<file path="src/rtl/dma_pkg.sv">
package dma_pkg;

  typedef enum logic [1:0] {
    ST_IDLE  = 2'd0,
    ST_RD    = 2'd1,
    ST_RWAIT = 2'd2,
    ST_WR    = 2'd3
  } dma_state_e;

  // control word bits 7:1 (bit 0 is the run bit, held separately)
  typedef struct packed {
    logic       irq_en;
    logic       dir;
    logic       circ;
    logic [1:0] size;
    logic       mem_inc;
    logic       per_inc;
  } dma_cfg_t;

  localparam int CFG_W       = $bits(dma_cfg_t);
  localparam int REG_CTRL    = 0;
  localparam int REG_STAT    = 1;
  localparam int REG_PBASE   = 2;
  localparam int REG_MBASE   = 3;
  localparam int REG_COUNT   = 4;
  localparam int REG_REMAIN  = 5;
  localparam int CTRL_RUN    = 0;
  localparam int STAT_DONE   = 0;

  function automatic logic [2:0] step_of(input logic [1:0] size);
    case (size)
      2'd0:    step_of = 3'd1;
      2'd1:    step_of = 3'd2;
      default: step_of = 3'd4;
    endcase
  endfunction

endpackage

</file>
<file path="src/rtl/dma_regs.sv">
module dma_regs
  import dma_pkg::*;
#(
  parameter int AW  = 32,
  parameter int DW  = 32,
  parameter int CW  = 16,
  parameter int RAW = 3
) (
  input  logic           clk,
  input  logic           rst_n,
  input  logic           cfg_we,
  input  logic [RAW-1:0] cfg_addr,
  input  logic [DW-1:0]  cfg_wdata,
  output logic [DW-1:0]  cfg_rdata,
  input  logic           fin_i,
  input  logic [CW-1:0]  rem_i,
  output logic           en_o,
  output logic           start_o,
  output logic           done_o,
  output dma_cfg_t       cfg_o,
  output logic [AW-1:0]  pbase_o,
  output logic [AW-1:0]  mbase_o,
  output logic [CW-1:0]  count_o
);

  logic          en_q, en_d, done_q, done_d;
  dma_cfg_t      cfg_q;
  logic [AW-1:0] pbase_q, mbase_q;
  logic [CW-1:0] count_q;
  logic          wr_ctrl, wr_stat, wr_pb, wr_mb, wr_cnt;
  logic          cfg_ce, pb_ce, mb_ce, cnt_ce, start;

  // next-state
  always_comb begin
    wr_ctrl = cfg_we && (cfg_addr == RAW'(REG_CTRL));
    wr_stat = cfg_we && (cfg_addr == RAW'(REG_STAT));
    wr_pb   = cfg_we && (cfg_addr == RAW'(REG_PBASE));
    wr_mb   = cfg_we && (cfg_addr == RAW'(REG_MBASE));
    wr_cnt  = cfg_we && (cfg_addr == RAW'(REG_COUNT));
    cfg_ce  = wr_ctrl && !en_q;
    pb_ce   = wr_pb   && !en_q;
    mb_ce   = wr_mb   && !en_q;
    cnt_ce  = wr_cnt  && !en_q;
    start   = cfg_ce && cfg_wdata[CTRL_RUN] && !done_q && (count_q != '0);

    en_d = en_q;
    if (start)
      en_d = 1'b1;
    else if (wr_ctrl && en_q && !cfg_wdata[CTRL_RUN])
      en_d = 1'b0;
    if (fin_i && !cfg_q.circ)
      en_d = 1'b0;

    done_d = done_q;
    if (wr_stat && cfg_wdata[STAT_DONE])
      done_d = 1'b0;
    if (fin_i)
      done_d = 1'b1;
  end

  // registers
  always_ff @(posedge clk or negedge rst_n) begin
    if (!rst_n) begin
      en_q    <= 1'b0;
      done_q  <= 1'b0;
      cfg_q   <= '0;
      pbase_q <= '0;
      mbase_q <= '0;
      count_q <= '0;
    end else begin
      en_q   <= en_d;
      done_q <= done_d;
      if (cfg_ce) cfg_q   <= cfg_wdata[CFG_W:1];
      if (pb_ce)  pbase_q <= cfg_wdata[AW-1:0];
      if (mb_ce)  mbase_q <= cfg_wdata[AW-1:0];
      if (cnt_ce) count_q <= cfg_wdata[CW-1:0];
    end
  end

  // read mux
  always_comb begin
    cfg_rdata = '0;
    case (cfg_addr)
      RAW'(REG_CTRL):   cfg_rdata[CFG_W:0] = {cfg_q, en_q};
      RAW'(REG_STAT):   cfg_rdata[STAT_DONE] = done_q;
      RAW'(REG_PBASE):  cfg_rdata[AW-1:0] = pbase_q;
      RAW'(REG_MBASE):  cfg_rdata[AW-1:0] = mbase_q;
      RAW'(REG_COUNT):  cfg_rdata[CW-1:0] = count_q;
      RAW'(REG_REMAIN): cfg_rdata[CW-1:0] = rem_i;
      default:          cfg_rdata = '0;
    endcase
  end

  assign en_o    = en_q;
  assign start_o = start;
  assign done_o  = done_q;
  assign cfg_o   = cfg_q;
  assign pbase_o = pbase_q;
  assign mbase_o = mbase_q;
  assign count_o = count_q;

endmodule

</file>
<file path="src/rtl/dma_ptr.sv">
module dma_ptr #(
  parameter int AW = 32
) (
  input  logic          clk,
  input  logic          rst_n,
  input  logic          load_i,
  input  logic [AW-1:0] base_i,
  input  logic          adv_i,
  input  logic          inc_i,
  input  logic [2:0]    step_i,
  output logic [AW-1:0] cur_o
);

  logic [AW-1:0] cur_q, cur_d;
  logic          cur_ce;

  always_comb begin
    cur_ce = load_i || (adv_i && inc_i);
    cur_d  = load_i ? base_i : (cur_q + AW'(step_i));
  end

  always_ff @(posedge clk or negedge rst_n) begin
    if (!rst_n)
      cur_q <= '0;
    else if (cur_ce)
      cur_q <= cur_d;
  end

  assign cur_o = cur_q;

endmodule

</file>
<file path="src/rtl/dma_engine.sv">
module dma_engine
  import dma_pkg::*;
#(
  parameter int AW = 32,
  parameter int DW = 32,
  parameter int CW = 16
) (
  input  logic          clk,
  input  logic          rst_n,
  input  logic          en_i,
  input  logic          start_i,
  input  logic          per_req_i,
  input  dma_cfg_t      cfg_i,
  input  logic [CW-1:0] count_i,
  input  logic [AW-1:0] pcur_i,
  input  logic [AW-1:0] mcur_i,
  input  logic          m_ready_i,
  input  logic          m_rsp_valid_i,
  input  logic [DW-1:0] m_rsp_data_i,
  output logic          m_valid_o,
  output logic          m_write_o,
  output logic [AW-1:0] m_addr_o,
  output logic [1:0]    m_size_o,
  output logic [DW-1:0] m_wdata_o,
  output logic          elem_done_o,
  output logic          fin_o,
  output logic          reload_o,
  output logic [CW-1:0] rem_o
);

  dma_state_e    state_q, state_d;
  logic [DW-1:0] buf_q;
  logic [CW-1:0] rem_q, rem_d;
  logic          rem_ld, rem_ce, buf_ce;
  logic          elem_done, fin, reload;
  logic [AW-1:0] src_addr, dst_addr;

  // next-state
  always_comb begin
    state_d = state_q;
    case (state_q)
      ST_IDLE:  if (en_i && per_req_i) state_d = ST_RD;
      ST_RD:    if (m_ready_i)         state_d = ST_RWAIT;
      ST_RWAIT: if (m_rsp_valid_i)     state_d = ST_WR;
      ST_WR:    if (m_ready_i)         state_d = ST_IDLE;
      default:                         state_d = ST_IDLE;
    endcase

    elem_done = (state_q == ST_WR) && m_ready_i;
    fin       = elem_done && (rem_q == CW'(1));
    reload    = fin && cfg_i.circ;
    rem_ld    = start_i || reload;
    rem_ce    = rem_ld || elem_done;
    rem_d     = rem_ld ? count_i : (rem_q - CW'(1));
    buf_ce    = (state_q == ST_RWAIT) && m_rsp_valid_i;

    src_addr  = cfg_i.dir ? mcur_i : pcur_i;
    dst_addr  = cfg_i.dir ? pcur_i : mcur_i;
  end

  // registers
  always_ff @(posedge clk or negedge rst_n) begin
    if (!rst_n) begin
      state_q <= ST_IDLE;
      buf_q   <= '0;
      rem_q   <= '0;
    end else begin
      state_q <= state_d;
      if (buf_ce) buf_q <= m_rsp_data_i;
      if (rem_ce) rem_q <= rem_d;
    end
  end

  assign m_valid_o   = (state_q == ST_RD) || (state_q == ST_WR);
  assign m_write_o   = (state_q == ST_WR);
  assign m_addr_o    = (state_q == ST_WR) ? dst_addr : src_addr;
  assign m_size_o    = cfg_i.size;
  assign m_wdata_o   = buf_q;
  assign elem_done_o = elem_done;
  assign fin_o       = fin;
  assign reload_o    = reload;
  assign rem_o       = rem_q;

endmodule

</file>
<file path="src/rtl/dma_channel.sv">
module dma_channel
  import dma_pkg::*;
#(
  parameter int AW  = 32,
  parameter int DW  = 32,
  parameter int CW  = 16,
  parameter int RAW = 3
) (
  input  logic           clk,
  input  logic           rst_n,
  input  logic           cfg_we,
  input  logic [RAW-1:0] cfg_addr,
  input  logic [DW-1:0]  cfg_wdata,
  output logic [DW-1:0]  cfg_rdata,
  input  logic           per_req,
  output logic           m_valid,
  input  logic           m_ready,
  output logic           m_write,
  output logic [AW-1:0]  m_addr,
  output logic [1:0]     m_size,
  output logic [DW-1:0]  m_wdata,
  input  logic           m_rsp_valid,
  input  logic [DW-1:0]  m_rsp_data,
  output logic           irq
);

  localparam int NSIDE = 2;  // 0: peripheral side, 1: memory side

  logic [1:0]    rst_pipe;
  logic          rst_n_s;
  logic          en, start, done, fin, reload, elem_done;
  dma_cfg_t      cfg;
  logic [AW-1:0] pbase, mbase;
  logic [CW-1:0] count_cfg, rem;
  logic [2:0]    step;
  logic [AW-1:0] base_v [NSIDE];
  logic [AW-1:0] cur_v  [NSIDE];
  logic          inc_v  [NSIDE];

  // asynchronous assertion, synchronous release
  always_ff @(posedge clk or negedge rst_n) begin
    if (!rst_n) rst_pipe <= '0;
    else        rst_pipe <= {rst_pipe[0], 1'b1};
  end
  assign rst_n_s = rst_pipe[1];

  dma_regs #(.AW(AW), .DW(DW), .CW(CW), .RAW(RAW)) u_regs (
    .clk       (clk),
    .rst_n     (rst_n_s),
    .cfg_we    (cfg_we),
    .cfg_addr  (cfg_addr),
    .cfg_wdata (cfg_wdata),
    .cfg_rdata (cfg_rdata),
    .fin_i     (fin),
    .rem_i     (rem),
    .en_o      (en),
    .start_o   (start),
    .done_o    (done),
    .cfg_o     (cfg),
    .pbase_o   (pbase),
    .mbase_o   (mbase),
    .count_o   (count_cfg)
  );

  assign step      = step_of(cfg.size);
  assign base_v[0] = pbase;
  assign base_v[1] = mbase;
  assign inc_v[0]  = cfg.per_inc;
  assign inc_v[1]  = cfg.mem_inc;

  for (genvar g = 0; g < NSIDE; g++) begin : g_ptr
    dma_ptr #(.AW(AW)) u_ptr (
      .clk    (clk),
      .rst_n  (rst_n_s),
      .load_i (start || reload),
      .base_i (base_v[g]),
      .adv_i  (elem_done),
      .inc_i  (inc_v[g]),
      .step_i (step),
      .cur_o  (cur_v[g])
    );
  end

  dma_engine #(.AW(AW), .DW(DW), .CW(CW)) u_eng (
    .clk           (clk),
    .rst_n         (rst_n_s),
    .en_i          (en),
    .start_i       (start),
    .per_req_i     (per_req),
    .cfg_i         (cfg),
    .count_i       (count_cfg),
    .pcur_i        (cur_v[0]),
    .mcur_i        (cur_v[1]),
    .m_ready_i     (m_ready),
    .m_rsp_valid_i (m_rsp_valid),
    .m_rsp_data_i  (m_rsp_data),
    .m_valid_o     (m_valid),
    .m_write_o     (m_write),
    .m_addr_o      (m_addr),
    .m_size_o      (m_size),
    .m_wdata_o     (m_wdata),
    .elem_done_o   (elem_done),
    .fin_o         (fin),
    .reload_o      (reload),
    .rem_o         (rem)
  );

  assign irq = done && cfg.irq_en;

endmodule

</file>
<file path="config.mk">
export PLATFORM = sky130hd
export DESIGN_NAME = dma_channel
export DESIGN_NICKNAME = d
export VERILOG_FILES = /design/src/rtl/dma_pkg.sv /design/src/rtl/dma_regs.sv /design/src/rtl/dma_ptr.sv /design/src/rtl/dma_engine.sv /design/src/rtl/dma_channel.sv
export SDC_FILE = /design/constraint.sdc
export NUM_CORES = 1
export LEC_CHECK = 0
export BUFFER_PORTS_ARGS = -buffer_cell sky130_fd_sc_hd__buf_2
export CELL_PAD_IN_SITES_DETAIL_PLACEMENT = 1
export CELL_PAD_IN_SITES_GLOBAL_PLACEMENT = 1
export CORE_MARGIN = 2
export CORE_UTILIZATION = 41
export DETAILED_ROUTE_END_ITERATION = 7
export GPL_TIMING_DRIVEN = 0
export PLACE_DENSITY_LB_ADDON = 0.15
export SLEW_MARGIN = 30
export SYNTH_ARGS = -nofsm -noshare
export SYNTH_HDL_FRONTEND = slang
export SYNTH_SLANG_ARGS = --single-unit
</file>
<file path="constraint.sdc">
create_clock -name clk -period 6.2 [get_ports clk]
set_clock_uncertainty 0.2 [all_clocks]
set_input_delay 0 -clock clk [delete_from_list [all_inputs] [get_ports clk]]
set_output_delay 0 -clock clk [all_outputs]
set_load 0.03 [all_outputs]
</file>
# Word-level counts from Yosys, hierarchy flattened

Cells that the tools add are included.

Bits in registers: 205

Muxes and demuxes: 21
Add/subtract/negate cells: 3
Reductions and logical operators: 40
Equal/unequal tests: 14

Operator list:

| operator                                                             | number |
|---|---|
| 32-bit two-way mux                                                   | 5 |
| 32-bit by 3-bit adder with 32-bit output                             | 2 |
| 7-bit one-hot mux with 5 select lines                                | 1 |
| 16-bit one-hot mux with 2 select lines                               | 1 |
| 8-bit one-hot mux with 4 select lines                                | 1 |
| 1-bit logical AND                                                    | 24 |
| 16-bit by 1-bit == test with 1-bit output, second input constant     | 1 |
| 16-bit two-way mux                                                   | 1 |
| 16-bit nonzero test                                                  | 1 |
| 16-bit by 1-bit subtractor with 16-bit output, second input constant | 1 |
| 2-bit two-way mux                                                    | 4 |
| 2-bit one-hot mux with 4 select lines                                | 1 |
| 3-bit by 2-bit == test with 1-bit output, second input constant      | 2 |
| 3-bit == test, second input constant                                 | 2 |
| 2-bit inequality test, second input constant                         | 3 |
| 1-bit one-hot mux with 6 select lines                                | 1 |
| 3-bit one-hot mux with 2 select lines                                | 1 |
| 1-bit logical OR                                                     | 5 |
| 1-bit two-way mux                                                    | 5 |
| 2-bit by 1-bit == test with 1-bit output, second input constant      | 2 |
| 2-bit == test, second input constant                                 | 2 |
| 1-bit zero test                                                      | 4 |
| 2-bit zero test                                                      | 2 |
| 4-bit AND reduction                                                  | 1 |
| other kinds (5)                                                      | 5 |

# Logic depth before layout (Yosys ltp)

Gate-level depths: netlist of run 1.

Depth after elaboration: 8
Depth in mapped cells: 10

# By module

From an unflattened synthesis of run 1, not the netlist that was laid out.

Cells, all modules: 1,000
Area total of the unflattened synthesis: 11,238.3 µm²

By module, submodules not included:

| module      | seq. area each (µm²) | area an instance (µm²) | instances | cells each |
|---|---|---|---|---|
| dma_regs    | 2,227.1              | 4,296.6                | 1         | 315 |
| dma_ptr     | 800.8                | 2,009.4                | 2         | 227 |
| dma_engine  | 1,251.2              | 2,842.7                | 1         | 223 |
| dma_channel | 50.0                 | 80.1                   | 1         | 8 |

# Worst setup path after synthesis of run 1

No wires, ideal clock.

Path kind: reg-to-reg
From: register u_eng.state_q[0]
To: register g_ptr[0].u_ptr.cur_q[12]
Data arrival time: 2,588 ps
Stages on the path, launching flop included: 8
Library setup time: 125 ps
Path slack: 3,287 ps
Cell sequence: dfrtp_1 ha_1 clkbuf_1 nand4_1 or2_2 or4b_2 xnor2_1 mux2_2

Word-level cells in the longest chain between the ends: 6

RTL lines:

| item                                                   | RTL line                     | source |
|---|---|---|
| from (decl)                                            | dma_engine.sv:31             | `dma_state_e state_q, state_d;` |
| from (signal assigned)                                 | dma_engine.sv:68             | `state_q <= state_d;` |
| 2-bit == test (*)                                      | --                           |  |
| named net m_write                                      | dma_channel.sv:18            | `output logic m_write,` |
| 1-bit logical AND (*)                                  | dma_engine.sv:49             | `elem_done = (state_q == ST_WR) && m_ready_i;` |
| 1-bit logical AND                                      | dma_engine.sv:50             | `fin = elem_done && (rem_q == CW'(1));` |
| 1-bit logical AND                                      | dma_engine.sv:51             | `reload = fin && cfg_i.circ;` |
| 1-bit logical OR                                       | dma_channel.sv:75            | `.load_i (start \|\| reload),` |
| 32-bit two-way mux or 1-bit logical OR (tied branches) | dma_ptr.sv:19, dma_ptr.sv:18 |  |
| to (signal assigned)                                   | dma_ptr.sv:26                | `cur_q <= cur_d;` |
| to (decl)                                              | dma_ptr.sv:14                | `logic [AW-1:0] cur_q, cur_d;` |

Mark *: on every way through the listed nets, which the timed path passes. The rest lies on a longest branch.
A chain may end at the register's enable or synchronous reset.

# Worst setup path after layout of run 1

From: register u_eng.state_q[0]
To: register g_ptr[0].u_ptr.cur_q[21]

Word-level cells in the longest chain between the ends: 6

RTL lines:

| item                                                   | RTL line |
|---|---|
| 2-bit == test (*)                                      | dma_engine.sv:49 |
| 1-bit logical AND (*)                                  | dma_engine.sv:49 |
| 1-bit logical AND                                      | dma_engine.sv:50 |
| 1-bit logical AND                                      | dma_engine.sv:51 |
| 1-bit logical OR                                       | dma_channel.sv:75 |
| 32-bit two-way mux or 1-bit logical OR (tied branches) | dma_ptr.sv:19, dma_ptr.sv:18 |

Mark *: on every way between the ends. The rest lies on a longest branch, timed or not.

==> out/metrics.csv, run 1 <==
metric,value,unit
grt_pass1_wl,58.8,mm
antenna_found_initial,0,
syn_area,10900,um^2
final_hold_viol_count,0,
wirelength,37.3,mm
routabilityCongestion,0.838,
met3_length,1.21,mm
clock-sinks,205,
tightest_slew,1.02,ns
cts_tree,yes,
hold-path-cell-count,3,
nets,1360,
crit_type,reg2reg,
grt_use_total,27.0,%
cts_root_buffer,clkbuf_16,
setup_viol,0,
critPathSlowestCell,nor4_1,
port_buffers,172,
powerDensity,474,nW/um^2
post_cts_buffers,0,
via_per_inst,5.58,
syn_avg_cell_area,11.0,um^2
num_io_pins,174,
path_clk_slew,0.06,ns
wl_met2,18.4,mm
syn_nets,1083,
synth_edf_count,0,
via_count,9058,
syn_inst,995,
slew_headroom,32.1,%
combPwrFrac,41.2,%
maxSlewViolCount,0,
path_cells,ha_1 > clkbuf_1 > nand2_1 > nor4_1 > nand3_1 > and2_1 > clkbuf_1 > clkbuf_1 > clkbuf_1 > a21oi_1,
seq_area_frac_synth,46.9,%
ys_seq_elements,205,
ys_warn_count,0,
power.internal,3.86,mW
cts.repair.resized,0,
crit_buf_inv,4,
crit_required,6.45,ns
antenna_left,0,
first_iter_violations,470,
max_stage_delay,0.61,ns
seqPwrFrac,36.6,%
synth_flop_cell,dfrtp_1,
synth.most_common_cell,dfrtp_1,
placed_area,12300,um^2
synthToLayoutAreaGrowth,27.3,%
diodes,0,
violations,DRC,
cp-end-kind,flip-flop,
wl_met1,16.5,mm
drv_cap,0,
arrival,4.35,ns
final_area,13900,um^2
totalPowerFinal,6.61,mW
synth_cell_types,49,
first_pass_iters,7,
p_leak,6.04,nW
grt-ovfl-total,0,
post-synth-top-area-cell,dfrtp_1,
rsz0062_at_grt,false,
period_needed,4.10,ns
tns,0,ns
crit_family,buffers and inverters,
cts_buffers,24,
dr.max_layer_used,met4,
hp-class,in2reg,
drc,9,
grt_pass1_vias,9993,
peakVddDrop,306,uV
ys_top_cells_by_count,"205 x dfrtp_1, 174 x mux2_2, 106 x a21oi_1, 64 x xnor2_1, 50 x nand2_1",
final_cells,1624,
chipWidth,167,um
timing.final.crit_share,66.2,%
die_y,167,um
r2r.worst_path.cells,10,
crit_path_start_kind,flip-flop,
row_count,59,
hpwl,26.2,mm
grt_max_degree,49,
synth-async-reset-ratio,100,%
die-area,28000,um^2
status,"complete, but fails checks",
clock_latency,0.54,ns
clock.fmax,0.244,GHz
swShare,41.6,%
cp_max_fo,10,
p_sw,2.75,mW
synth_top_area_share,46.9,%
yosys-top-cells-area,"dfrtp_1 47%, mux2_2 18%, xnor2_1 5.1%",
core-area,26100,um^2
worst-path-stages,10,
p_clk_share,22.2,%
cts.path.max_buffers,3,
start_util,41.9,%
crit_top_cell,clkbuf_1,
wl_per_cell,23.0,um
cts_hold_buf,75,
cts_max_level,1,
drive_gt1_share,31.1,%
placed_cells,1506,
routing by layer:
layer	global-route usage (%)	vias to the layer above
met5	0	-
met4	8.51	0
met3	3.12	65
met2	47.2	208
met1	35.3	4596
li1	-	4189
final cells by class:
cell class / instances / area, um^2
fill: 2885 / 12200
multi-input combinational: 718 / 5550
sequential: 205 / 5130
timing repair buffer: 251 / 1720
clock buffer: 36 / 716
tap: 335 / 419
buffer: 59 / 231
clock inverter: 7 / 110
inverter: 13 / 48.8
flip-flops by register name (all words and copies together) (netlist names):
name               count
u_eng.m_wdata_o       32
u_regs.en_o            1
u_regs.pbase_o        32
u_regs.count_o        16
u_regs.mbase_o        32
u_eng.state_q          2
u_regs.cfg_o           7
rst_pipe               2
g_ptr.u_ptr.cur_o     64
u_eng.rem_o           16
u_regs.done_o          1
cells in the final DEF (no fill, tap or decap), drive strengths merged, types with 44 or more instances in the layout:
cell type    Yosys  routed
xnor2           64      64
nor2            44      44
a21oi          106     106
dlygate4sd3      0      75
mux2i           46      46
buf             15     191
clkbuf          44      80
dfrtp          205     205
nand2           50      50
mux2           174     174
power by group through the flow:
stage,Combinational (mW),Clock (mW),Sequential [mW]
final,2.72,1.47,2.42
after global routing,2.93,1.55,2.50
after CTS,2.72,1.50,2.40
after detailed placement,2.64,0,2.41
after global placement,2.56,0,2.41
after floorplan,1.70,0,2.47
cell families after synthesis:
logic type                 synth area share [%]
DFF                                        46.9
xor gates and xnor gates                   5.60
other                                    0.0343
buffers and inverters                      2.55
adders and majority gates                  1.71
muxes                                      22.3
and+or+nand+nor                            12.3
AOI/OAI and AO/OA                          8.56
final timing paths:
| check | to | from | slack (ns) |
|---|---|---|---|
| setup reg to reg | g_ptr[0].u_ptr.cur_o[21] | u_eng.state_q[0] | 2.10 |
| hold / removal | u_eng.m_wdata_o[5] | m_rsp_data[5] | 0.03 |
| min in group asynchronous | u_regs.done_o | rst_pipe[1] | 0.06 |
| hold reg to reg | u_regs.done_o | rst_pipe[1] | 0.06 |
| max in group asynchronous | g_ptr[0].u_ptr.cur_o[19] | rst_pipe[1] | 4.84 |
| setup / recovery | g_ptr[0].u_ptr.cur_o[21] | u_eng.state_q[0] | 2.10 |
worst reg2reg max path: cells and delay by family (launching register included):
family	cells	cell delay [ns]
buffers and inverters	4	1.67
AOI/OAI and AO/OA	1	0.26
DFF	1	0.40
adders and majority gates	1	0.19
and+or+nand+nor	4	1.29
per-stage QoR:
step / worst slack (ns) / hold WS (ns) / util, %
after floorplan: 2.62 / -0.496 / -
after global placement: 1.12 / -0.414 / 46.8
after detailed placement: 2.21 / -0.414 / 47.3
after CTS: 2.16 / 0.00288 / 53.3
after global routing: 1.84 / 0.0375 / 53.3
final: 2.10 / 0.0273 / 53.3
No activity file was read; power rests on OpenSTA's default activity.
==> run 2: changes to the inputs <==
clock period = 3.5 ns   (was 6.2 ns; I/O delays follow)
==> run 2 against run 1 <==
Net effect:
- the flow still finishes with violations (DRC)
- sequential cell count did not move
- wire length rose by 0.56%
- largest cell class unchanged
- core utilization barely moved
==> out/metrics.csv, run 2 (synthesis results as in run 1) <==
metric,value,unit
mostFrequentLayoutCell,dfrtp_1,
setup_slack,0.124,ns
cts_root_buffer,clkbuf_16,
maxSlewViolCount,0,
final_hold_viol_count,0,
first_iter_violations,517,
cts_tree,yes,
synthToLayoutAreaGrowth,27.4,%
period_needed,3.38,ns
drc,7,
dp_slack,-0.433,ns
tightest_slew,0.938,ns
placed_cells,1506,
powerDensity,842,nW/um^2
port_buffers,172,
routabilityCongestion,0.836,
die_y,167,um
p_leak,6.06,nW
path_clk_slew,0.06,ns
regArea,5130,um^2
rsz0062_at_grt,true,
diodes,0,
largest_register_ffs,64,
final_cell_mix,"204 x dfrtp_1, 174 x mux2_2, 174 x buf_2, 106 x a21oi_1, 75 x dlygate4sd3_1",
reg2reg_from,u_eng.state_q[0],
via_per_inst,5.64,
cp-end-kind,flip-flop,
cts_max_level,1,
wl_per_cell,23.2,um
hpwl,26.4,mm
grt_pass1_wl,58.3,mm
antenna_found_initial,0,
setup_viol,0,
clock.fmax,0.296,GHz
first_pass_iters,8,
reg2reg_to,g_ptr[0].u_ptr.cur_o[11],
cp-startpoint,u_eng.state_q[0],
r2r_slack,0.12,ns
status,"complete, but fails checks",
final_cells,1622,
multi_input_area,5570,um^2
via_count,9153,
slew_headroom,37.1,%
start_util,41.9,%
hold-path-cell-count,6,
nets,1359,
chipWidth,167,um
timing.final.crit_share,96.5,%
drv_cap,0,
clock-sinks,205,
row_count,59,
num_io_pins,174,
post_cts_buffers,0,
r2r.worst_path.cells,9,
crit_required,3.74,ns
hp-class,in2reg,
core-area,26100,um^2
grt-ovfl-total,0,
peakVddDrop,621,uV
crit_path_end,g_ptr[0].u_ptr.cur_o[11],
nFillCells,2869,
cts.path.max_buffers,3,
die-area,28000,um^2
grt_max_degree,48,
crit_path_start_kind,flip-flop,
clock_latency,0.53,ns
wirelength,37.6,mm
crit_type,reg2reg,
arrival,3.61,ns
grt_use_total,27.0,%
drive_gt1_share,32.1,%
cp_max_fo,10,
violations,DRC,
cts_buffers,24,
grt_pass1_vias,9864,
antenna_left,0,
-- run 2: cell types whose count changed in the layout (fill, tap and decap cells not counted), sizes merged --
cell    before  now
buf        191  189
clkbuf      80   81
clkinv       6    5
-- run 2: worst min path at each step --
stage | from | end | slack [ns]
6_report | cfg_addr[2] | u_regs.done_o | 0.01
5_1_grt | m_rsp_data[27] | u_eng.m_wdata_o[27] | 0.04
4_1_cts | cfg_addr[2] | u_regs.done_o | 0.004
3_5_place_dp | rst_n | rst_pipe[0] | -0.41
3_3_place_gp | rst_n | rst_pipe[0] | -0.41
2_1_floorplan | rst_n | rst_pipe[0] | -0.50
-- run 2: worst max-delay path: stages, from the launching register on --
cell	delay (ns)
dfrtp_1	0.42
ha_1	0.23
clkbuf_2	0.25
nand2_1	0.28
nor4_4	0.09
nand3_1	0.10
clkbuf_1	0.66
clkbuf_1	0.70
a21oi_1	0.16
a21oi_1	0.18
-- run 2: repair_timing --
item	4_1_cts	5_1_grt
hold buffers	75	0
endpoints found under the hold margin	125	0
pin swaps	0	0
gates resized for setup	6	12
endpoints found under the setup margin	98	85
-- run 2: metrics by stage --
stage | hold slack [ns] | power (mW) | TNS [ns] | util, % | area [um^2]
3_3_place_gp | -0.414 | 8.80 | -21.40 | 46.8 | 12200
6_report | 0.00984 | 11.7 | 0 | 53.4 | 13900
3_5_place_dp | -0.412 | 8.95 | -19.51 | 47.2 | 12300
2_1_floorplan | -0.496 | 7.39 | 0 | - | 10900
5_1_grt | 0.0419 | 12.3 | -0.0625 | 53.4 | 13900
4_1_cts | 0.00392 | 11.7 | 0 | 53.3 | 13900
-- run 2: area by class of cell --
| type | count | area share (%) |
|---|---|---|
| Tap cell | 335 | 3.01 |
| Sequential cell | 205 | 36.8 |
| Multi-Input combinational cell | 718 | 39.9 |
| Clock buffer | 36 | 5.28 |
| Inverter | 13 | 0.350 |
| Clock inverter | 6 | 0.655 |
| Timing Repair Buffer | 251 | 12.2 |
| Buffer | 58 | 1.72 |
-- run 2: per-layer routing --
| layer | vias to the layer above | wire, um | GRT usage, % |
|---|---|---|---|
| met5 | - | 0 | 0 |
| met4 | 0 | 1430 | 9.53 |
| met3 | 74 | 1820 | 3.99 |
| met2 | 257 | 18700 | 47.3 |
| met1 | 4641 | 15600 | 34.0 |
| li1 | 4181 | - | - |
-- run 2: power by group --
group / internal [mW] / total, mW / switching (mW) / leakage [nW]
clock: 1.59 / 2.60 / 1.01 / 0.411
sequential: 3.28 / 4.30 / 1.01 / 2.46
combinational: 2.00 / 4.84 / 2.84 / 3.19
total: 6.88 / 11.7 / 4.86 / 6.06
